### src/rtl/dbr_pkg.sv
package dbr_pkg;
   // width of a counter that must hold values 0 .. n-1
   function automatic int cnt_width(input int n);
      return (n <= 2) ? 1 : $clog2(n);
   endfunction
endpackage

### src/rtl/dbr_sync_edge.sv
module dbr_sync_edge #(
   parameter int STAGES = 2
) (
   input  logic clk,
   input  logic rst_n,
   input  logic pin_async,
   output logic fall
);
   logic [STAGES-1:0] chain;
   logic              last_q;

   initial assert (STAGES >= 2) else $error("synchroniser needs two or more flops");

   // line idles high through the pull-up, so reset every flop to 1
   generate
      if (STAGES == 2) begin : g_two
         always_ff @(posedge clk or negedge rst_n)
            if (!rst_n) chain <= '1;
            else        chain <= {chain[0], pin_async};
      end else begin : g_deep
         always_ff @(posedge clk or negedge rst_n)
            if (!rst_n) chain <= '1;
            else        chain <= {chain[STAGES-2:0], pin_async};
      end
   endgenerate

   always_ff @(posedge clk or negedge rst_n)
      if (!rst_n) last_q <= 1'b1;
      else        last_q <= chain[STAGES-1];

   assign fall = last_q & ~chain[STAGES-1];
endmodule

### src/rtl/dbr_bit_timer.sv
module dbr_bit_timer #(
   parameter int WINDOW = 16,
   parameter int CNT_W  = 4
) (
   input  logic             clk,
   input  logic             rst_n,
   input  logic             start_req,
   output logic             active,
   output logic [CNT_W-1:0] cnt,
   output logic             win_end
);
   localparam logic [CNT_W-1:0] LAST = CNT_W'(WINDOW - 1);

   initial assert (WINDOW >= 2 && WINDOW <= (1 << CNT_W)) else $error("window does not fit counter");

   always_ff @(posedge clk or negedge rst_n)
      if (!rst_n) begin
         active <= 1'b0;
         cnt    <= '0;
      end else if (!active) begin
         if (start_req) begin
            active <= 1'b1;
            cnt    <= '0;
         end
      end else begin
         if (cnt == LAST) active <= 1'b0;
         cnt <= cnt + 1'b1;
      end

   assign win_end = active & (cnt == LAST);

   // once running, an edge never restarts the count
   assert_count_steps_R8: assert property (@(posedge clk) disable iff (!rst_n)
      active && $past(active) |-> cnt == $past(cnt) + 1'b1);
endmodule

### src/rtl/dbr_shifter.sv
module dbr_shifter #(
   parameter int DATA_W = 8
) (
   input  logic              clk,
   input  logic              rst_n,
   input  logic [DATA_W-1:0] load_data,
   input  logic              load_valid,
   output logic              load_ready,
   input  logic              win_end,
   output logic              busy,
   output logic              cur_bit
);
   localparam int IDX_W = dbr_pkg::cnt_width(DATA_W);
   localparam logic [IDX_W-1:0] LAST_IDX = IDX_W'(DATA_W - 1);

   logic [DATA_W-1:0] sh_q;
   logic [IDX_W-1:0]  idx_q;

   assign load_ready = ~busy;
   assign cur_bit    = sh_q[DATA_W-1];

   always_ff @(posedge clk or negedge rst_n)
      if (!rst_n) begin
         sh_q  <= '0;
         idx_q <= '0;
         busy  <= 1'b0;
      end else if (!busy) begin
         if (load_valid) begin
            sh_q  <= load_data;
            idx_q <= '0;
            busy  <= 1'b1;
         end
      end else if (win_end) begin
         sh_q <= {sh_q[DATA_W-2:0], 1'b0};
         if (idx_q == LAST_IDX) begin
            busy  <= 1'b0;
            idx_q <= '0;
         end else begin
            idx_q <= idx_q + 1'b1;
         end
      end

   // an accepted byte makes the block busy on the next edge
   assert_load_takes_R2: assert property (@(posedge clk) disable iff (!rst_n)
      load_valid && load_ready |=> busy);
   // a load attempt while busy leaves the bit being sent alone
   assert_busy_holds_bit_R2: assert property (@(posedge clk) disable iff (!rst_n)
      busy && !win_end |=> $stable(cur_bit));
endmodule

### src/rtl/dbg_bit_responder.sv
module dbg_bit_responder #(
   parameter int DATA_W      = 8,
   parameter int SYNC_STAGES = 2,
   parameter int PULSE_AT    = 7,
   parameter int ZERO_REL    = 13,
   parameter int WINDOW      = 16
) (
   input  logic              clk,
   input  logic              rst_n,
   input  logic              pin_in,
   output logic              pad_oe,
   output logic              pad_out,
   input  logic [DATA_W-1:0] load_data,
   input  logic              load_valid,
   output logic              load_ready,
   output logic              busy
);
   localparam int CNT_W = dbr_pkg::cnt_width(WINDOW);
   localparam logic [CNT_W-1:0] PULSE_C = CNT_W'(PULSE_AT);
   localparam logic [CNT_W-1:0] ZERO_C  = CNT_W'(ZERO_REL);

   initial assert (PULSE_AT < ZERO_REL && ZERO_REL < WINDOW) else $error("bit timing out of order");
   initial assert (DATA_W >= 2) else $error("byte width too small");

   logic             fall, active, win_end, cur_bit;
   logic [CNT_W-1:0] cnt;

   dbr_sync_edge #(.STAGES(SYNC_STAGES)) u_sync (
      .clk(clk), .rst_n(rst_n), .pin_async(pin_in), .fall(fall));

   dbr_bit_timer #(.WINDOW(WINDOW), .CNT_W(CNT_W)) u_timer (
      .clk(clk), .rst_n(rst_n), .start_req(fall & busy),
      .active(active), .cnt(cnt), .win_end(win_end));

   dbr_shifter #(.DATA_W(DATA_W)) u_shift (
      .clk(clk), .rst_n(rst_n), .load_data(load_data), .load_valid(load_valid),
      .load_ready(load_ready), .win_end(win_end), .busy(busy), .cur_bit(cur_bit));

   logic pulse_slot, zero_slot;
   assign pulse_slot = active & cur_bit & (cnt == PULSE_C);
   assign zero_slot  = active & ~cur_bit & (cnt < ZERO_C);

   assign pad_oe  = pulse_slot | zero_slot;
   assign pad_out = pulse_slot;

   // the speedup pulse lasts one cycle
   assert_pulse_single_R4: assert property (@(posedge clk) disable iff (!rst_n)
      pad_out |=> !pad_out);
   // a high level is only ever driven, never floated as a drive value
   assert_out_needs_oe_R5: assert property (@(posedge clk) disable iff (!rst_n)
      pad_out |-> pad_oe);
   // no drive while no byte is pending
   assert_idle_quiet_R9: assert property (@(posedge clk) disable iff (!rst_n)
      !busy |-> !pad_oe);
endmodule

### config.mk
export PLATFORM = sky130hd
export DESIGN_NAME = dbg_bit_responder
export DESIGN_NICKNAME = d
export VERILOG_FILES = /design/src/rtl/dbr_pkg.sv /design/src/rtl/dbr_sync_edge.sv /design/src/rtl/dbr_bit_timer.sv /design/src/rtl/dbr_shifter.sv /design/src/rtl/dbg_bit_responder.sv
export SDC_FILE = /design/constraint.sdc
export NUM_CORES = 1
export LEC_CHECK = 0
export BUFFER_PORTS_ARGS = -buffer_cell sky130_fd_sc_hd__buf_4
export CORE_MARGIN = 2
export CORE_UTILIZATION = 50
export CTS_BUF_LIST = sky130_fd_sc_hd__clkbuf_4 sky130_fd_sc_hd__clkbuf_8
export CTS_CLUSTER_SIZE = 40
export DETAILED_ROUTE_END_ITERATION = 8
export MAX_ROUTING_LAYER = met4
export PLACE_DENSITY = 0.75
export REMOVE_ABC_BUFFERS = 1
export SYNTH_ARGS = -nofsm -noshare
export SYNTH_HDL_FRONTEND = slang
export SYNTH_HIERARCHICAL = 1
export SYNTH_SLANG_ARGS = --single-unit
### constraint.sdc
create_clock -name clk -period 1.95 [get_ports clk]
set_input_delay 0.585 -clock clk [delete_from_list [all_inputs] [get_ports clk]]
set_output_delay 0.585 -clock clk [all_outputs]
set_load 0.03 [all_outputs]
# [After elaboration in Yosys (flattened, before gate mapping)]
# Index checks and enable logic that the tools add are counted.
[totals] reg_bits=20 inputBits=12 output_inout_bits=4 word_cells=44
[op_classes] addsub=2 magnitude_cmp=1 eq_ne=4 muxes=16 bitwise_logic=11 reduce_logical=3
[ops] cell="8-bit two-way mux" count=3
[ops] cell="3-bit two-way mux" count=4
[ops] cell="4-bit two-way mux" count=2
[ops] cell="1-bit bitwise AND" count=7
[ops] cell="1-bit two-way mux" count=7
[ops] cell="4-bit by 1-bit adder with 4-bit output, second input constant" count=1
[ops] cell="4-bit by 3-bit == test with 1-bit output, second input constant" count=1
[ops] cell="4-bit == test, second input constant" count=1
[ops] cell="4-bit < comparator, second input constant" count=1
[ops] cell="2-bit nonzero test" count=2
[ops] cell="3-bit by 1-bit adder with 3-bit output, second input constant" count=1
[ops] cell="3-bit == test, second input constant" count=1
[ops] cell="1-bit NOT" count=3
[ops] cell="2-bit by 1-bit inequality test with 1-bit output, second input constant" count=1
[ops] cell="2-bit AND reduction" count=1
[ops] cell="1-bit OR" count=1

# [Longest topological paths before layout]
[depth] word_depth=5 ltp_mapped=5 ltp_nobuf=4

# [By module]
# The synthesis kept the hierarchy.
[by_module_without_submodules] mod="dbr_shifter" instances=1 cells_each=51 area_each_um2=656.9 seq_area_each_um2=300.3
[by_module_without_submodules] mod="dbr_bit_timer" instances=1 cells_each=19 area_each_um2=227.7 seq_area_each_um2=125.1
[by_module_without_submodules] mod="dbr_sync_edge" instances=1 cells_each=4 area_each_um2=92.6 seq_area_each_um2=78.8
[by_module_without_submodules] mod="dbg_bit_responder" instances=1 cells_each=8 area_each_um2=51.3 seq_area_each_um2=0.0

# [Worst setup path after synthesis]
# Ideal clock, no wire load.
[synth_path] path_kind="register to output" start="register u_timer.cnt[3]" end="output port pad_out" arrival_time_ns=0.988 t_required_ns=1.365 slack_ns=0.377 stages_incl_launch_ff=3 n_path_buf=0 cell_sequence="dfrtp_1 nand4b_1 nor2_1"
[synth_via] elab_chain_cells=2
[synth_rtl] element="start: declaration" line="dbr_bit_timer.sv:9" rtl="output logic [CNT_W-1:0] cnt,"
[synth_rtl] element="start signal: assignment" line="dbr_bit_timer.sv:27" rtl="cnt <= cnt + 1'b1;"
[synth_rtl] element="4-bit by 3-bit == test with 1-bit output" line="dbg_bit_responder.sv:40" rtl="assign pulse_slot = active & cur_bit & (cnt == PULSE_C);"
[synth_rtl] element="1-bit bitwise AND" line="dbg_bit_responder.sv:40"
[synth_rtl] element="end: declaration" line="dbg_bit_responder.sv:12" rtl="output logic pad_out,"
# No other way between the ends.

# [Worst setup path after layout]
[layout_path] start="register u_timer.cnt[2]" end="output port pad_oe"
[layout_via] elab_chain_cells=3 elab_cells_between_ends=5 cone_classes="order compare (1); eq/ne (1); bitwise (3)"
[layout_rtl] element="4-bit < comparator or 4-bit by 3-bit == test with 1-bit output (tied branches)" line="dbg_bit_responder.sv:41, dbg_bit_responder.sv:40"
[layout_rtl] element="1-bit bitwise AND, on equally long branches" line="dbg_bit_responder.sv:41, dbg_bit_responder.sv:40"
[layout_rtl] element="1-bit OR (*)" line="dbg_bit_responder.sv:43" rtl="assign pad_oe = pulse_slot | zero_slot;"
[layout_rtl] element="end: declaration" line="dbg_bit_responder.sv:11" rtl="output logic pad_oe,"
# Mark *: on every way between the ends. The rest lies on a longest branch, timed or not.

==> impl_results.html <==
<table>
<tr><th>Metric</th><th>Value</th></tr>
<tr><th colspan="2">Pwr</th></tr>
<tr><td>Leakage power</td><td>0.599 nW</td></tr>
<tr><td>Overall power of the completed layout</td><td>1.68 mW</td></tr>
<tr><td>Power density over the cells</td><td>1380 mW/mm²</td></tr>
<tr><td>VDD IR max</td><td>0.711 mV</td></tr>
<tr><th colspan="2">Clock network</th></tr>
<tr><td>CTS Root Buffer Type</td><td>clkbuf_4</td></tr>
<tr><td>H-Tree Depth</td><td>1</td></tr>
<tr><td>Number of buffers added by the clock tree synthesis step</td><td>3</td></tr>
<tr><td>Clock-pin slew on the worst setup and hold paths</td><td>0.11 ns</td></tr>
<tr><td>CTS sink cnt</td><td>20</td></tr>
<tr><td>CTS tree</td><td>built</td></tr>
<tr><td>Clock buffer depth</td><td>2</td></tr>
<tr><td>Clock insertion delay at the later pin of the skew report</td><td>0.29 ns</td></tr>
<tr><td>Quantity of hold-fixing buffers added after cts</td><td>0</td></tr>
<tr><th colspan="2">Global route</th></tr>
<tr><td>Number of antenna violations at the first check in global routing</td><td>0</td></tr>
<tr><td>Overflow after GRT</td><td>0</td></tr>
<tr><td>Pin count of the biggest net entering global routing</td><td>21</td></tr>
<tr><td>Vias in the first global route</td><td>732</td></tr>
<tr><td>Wire length of the first global-routing pass</td><td>3290 µm</td></tr>
<tr><td>Overall routing resource usage</td><td>18.3%</td></tr>
<tr><th colspan="2">Yosys</th></tr>
<tr><td>Fraction of the yosys area taken by sequential cells</td><td>49.0%</td></tr>
<tr><td>Mean instance size in the synthesized netlist</td><td>12.5 µm²</td></tr>
<tr><td>Post-synthesis register bit count</td><td>20</td></tr>
<tr><td>Post-Synthesis Cell Area</td><td>0.00103 mm²</td></tr>
<tr><td>Unique cell type count in the Yosys netlist</td><td>28</td></tr>
<tr><td>Total of warnings raised by yosys</td><td>6</td></tr>
<tr><td>Gate Count Post-Synth</td><td>82</td></tr>
<tr><th colspan="2">Critical path</th></tr>
<tr><td>Critical setup path kind</td><td>reg -&gt; out</td></tr>
<tr><td>CP endpoint</td><td>pad_oe</td></tr>
<tr><td>Required time of the worst setup path</td><td>1.36 ns</td></tr>
<tr><td>Slowest-stage cell, CP</td><td>dfrtp_2</td></tr>
<tr><td>Endpoint type of the worst setup path</td><td>output pin</td></tr>
<tr><td>Critical Path Start Type</td><td>flip-flop</td></tr>
<tr><td>Reg2Reg Capture Point</td><td>u_shift/sh_q[7]</td></tr>
<tr><td>Largest fanout on the critical path</td><td>7</td></tr>
<tr><td>Reg2reg setup slack</td><td>0.28 ns</td></tr>
<tr><td>Reg-to-Reg Start</td><td>u_timer/cnt[0]</td></tr>
<tr><td>CP Launch Point</td><td>u_timer/cnt[2]</td></tr>
<tr><td>Count of cells along the worst register-to-register path</td><td>5</td></tr>
<tr><td>Largest stage delay on the critical path</td><td>0.47 ns</td></tr>
<tr><td>Worst path cell trace</td><td>and4b_1 &gt; o31a_1 &gt; buf_6</td></tr>
<tr><td>Crit path arrival time</td><td>1.33 ns</td></tr>
<tr><th colspan="2">Finish</th></tr>
<tr><td>Filler cell count</td><td>172</td></tr>
<tr><td>Total area of sequential cells</td><td>507 µm²</td></tr>
<tr><td>Footprint of the multi-input gates</td><td>494 µm²</td></tr>
<tr><td>Most used cells in the layout excluding fill and tap cells</td><td>26 x mux2i_1, 17 x buf_4, 15 x dfrtp_1, 5 x nor2_1</td></tr>
<tr><td>Commonest non-fill, non-tap cell in the layout</td><td>mux2i_1</td></tr>
<tr><td>Net count of the finished layout</td><td>117</td></tr>
<tr><td>Post-synthesis to final-layout area growth</td><td>18.0%</td></tr>
<tr><td>Fraction of layout instances using a drive strength above 1</td><td>29.7%</td></tr>
<tr><td>Diodes inserted</td><td>0</td></tr>
<tr><th colspan="2">Floorplanning</th></tr>
<tr><td>Total number of placement rows</td><td>16</td></tr>
<tr><td>Core area</td><td>0.00194 mm²</td></tr>
<tr><td>Initial cell density of the core</td><td>53.0%</td></tr>
<tr><td>I/O pin cnt</td><td>16</td></tr>
<tr><td>Vertical extent of the die</td><td>49.4 µm</td></tr>
<tr><td>Width of the die</td><td>49.4 µm</td></tr>
<tr><td>Die area</td><td>0.00244 mm²</td></tr>
<tr><th colspan="2">Place</th></tr>
<tr><td>HPWL after DPL</td><td>1280 µm</td></tr>
<tr><td>Port Buf Inserts</td><td>15</td></tr>
<tr><td>Worst slack at placement</td><td>0.340 ns</td></tr>
<tr><td>GP Congestion</td><td>0.765</td></tr>
<tr><th colspan="2">STA</th></tr>
<tr><td>Post-route clock skew</td><td>0.000939 ns</td></tr>
<tr><td>Worst hold slack across all endpoints</td><td>0.145 ns</td></tr>
<tr><td>Number of hold-slack violations in the final timing report</td><td>0</td></tr>
<tr><td>Max-slew violation count</td><td>0</td></tr>
<tr><td>Setup-violating endpoint count in the final report</td><td>0</td></tr>
<tr><td>Final min period</td><td>1.91 ns</td></tr>
<tr><td>Max frequency</td><td>522 MHz</td></tr>
<tr><td>RSZ-0062 raised after global routing</td><td>yes</td></tr>
<tr><td>Measured slew at the worst slew-check pin</td><td>0.377 ns</td></tr>
<tr><td>Setup WS post-layout</td><td>0.0361 ns</td></tr>
<tr><td>Final Cycle Share</td><td>98.1%</td></tr>
<tr><td>Normalized max-slew margin</td><td>74.9%</td></tr>
<tr><th colspan="2">Detailed routing</th></tr>
<tr><td>Wire length per cell</td><td>14.2 µm</td></tr>
<tr><td>Post-detailed-route DRC marker count</td><td>0</td></tr>
<tr><td>Total number of vias</td><td>692</td></tr>
<tr><td>Total iterations of the first detailed-routing run</td><td>6</td></tr>
<tr><td>Number of antenna-violating nets in the routed design</td><td>0</td></tr>
<tr><td>Via density per instance</td><td>5.41</td></tr>
<tr><td>Starting DRT DRC Count</td><td>8</td></tr>
<tr><td>Routed wire length</td><td>1820 µm</td></tr>
<tr><th colspan="2">Run status</th></tr>
<tr><td>Status</td><td>complete, no violations</td></tr>
<tr><th colspan="2">Flow run</th></tr>
<tr><td>Number of maximum-capacitance violations</td><td>0</td></tr>
<tr><th colspan="2">Min path</th></tr>
<tr><td>Hold WC Path Type</td><td>in -&gt; async</td></tr>
</table>
[report_power, final]
part           internal (mW)  switching [mW]  total, mW
Combinational          0.366           0.306      0.673
Clock                  0.114           0.121      0.235
Sequential             0.593           0.179      0.771
[area by class of cell]
class	instances	area share [%]
sequential	20	41.8
timing repair buffer	18	11.4
clock buffer	4	2.99
multi-input combinational	58	40.7
tap	27	2.78
inverter	1	0.309
[cell families after synthesis]
group                      count (synthesis)  synth area share, %
xor gates and xnor gates                   2                 1.70
AOI/OAI and AO/OA                         10                 7.54
buffers and inverters                      4                 2.92
and+or+nand+nor                           17                 9.85
adders and majority gates                  3                 3.65
DFF                                       20                 49.0
muxes                                     26                 25.3
[synth_stat cells, drive strengths merged]
library cell,number,area share [%]
nand4b,1,0.85
a22o,2,1.8
a31oi,1,0.61
a21oi,1,0.49
nand2b,2,1.2
nand2,3,1.1
nor2b,1,1.3
o31a,1,0.85
o2bb2ai,2,1.7
xnor2,1,0.85
nor2,5,1.8
dfrtp,17,41
nor3,1,0.49
o22ai,1,0.61
xor2,1,0.85
and2,1,0.61
ha,3,3.7
buf,3,2.6
o21ai,1,0.49
inv,1,0.36
mux2i,26,25
a32o,1,0.97
nand3,1,0.49
and4b,1,0.97
dfstp,3,7.7
and4,1,0.97
[critical path, delay by kind of cell (launching register included)]
| kind | cells | cell delay (ns) |
|---|---|---|
| flops | 1 | 0.47 |
| compound gates | 1 | 0.25 |
| simple gates | 1 | 0.18 |
| buf+inv | 1 | 0.14 |
[worst min path at each step]
| stage | endpoint | slack, ns | start | cells after the start |
|---|---|---|---|---|
| floorplan | u_shift/busy | 0.29 | rst_n | 0 |
| detailed placement | u_sync/chain[1] | 0.35 | u_sync/chain[0] | 0 |
| global route | u_shift/sh_q[4] | 0.15 | rst_n | 1 |
| finish | u_shift/sh_q[5] | 0.15 | rst_n | 1 |
| global placement | u_sync/chain[1] | 0.35 | u_sync/chain[0] | 0 |
| CTS | u_shift/sh_q[5] | 0.15 | rst_n | 1 |
[stage by stage]
stage / instances / area (µm²) / TNS [ns] / utilization (%)
floorplan: 79 / 1000 / 0 / -
global placement: 122 / 1160 / 0 / 59.5
detailed placement: 122 / 1160 / 0 / 59.5
CTS: 127 / 1200 / 0 / 61.9
global route: 128 / 1210 / -0.0364 / 62.5
finish: 128 / 1210 / 0 / 62.5
[state kept, by name, summed over array words and instances, names as in the netlist]
name	cells
u_sync/chain	2
u_sync/last_q	1
u_shift/idx_q	3
u_shift/busy	1
u_timer/active	1
u_shift/sh_q	8
u_timer/cnt	4
[what timing repair did]
item / CTS / global route
endpoints found under the setup margin: 1 / 1
setup buffers: 1 / 1
resized for setup: 1 / 2
[per-layer routing]
metal  vias to the layer above  global-route usage [%]  routed length, µm
met3                         2                    1.84                 52
met1                       339                    23.1                806
li1                        339                       -                  -
met5                         -                       -                  0
met2                        12                    31.1                954
met4                         0                    5.71                  9
(Power assumes the default switching activity.)
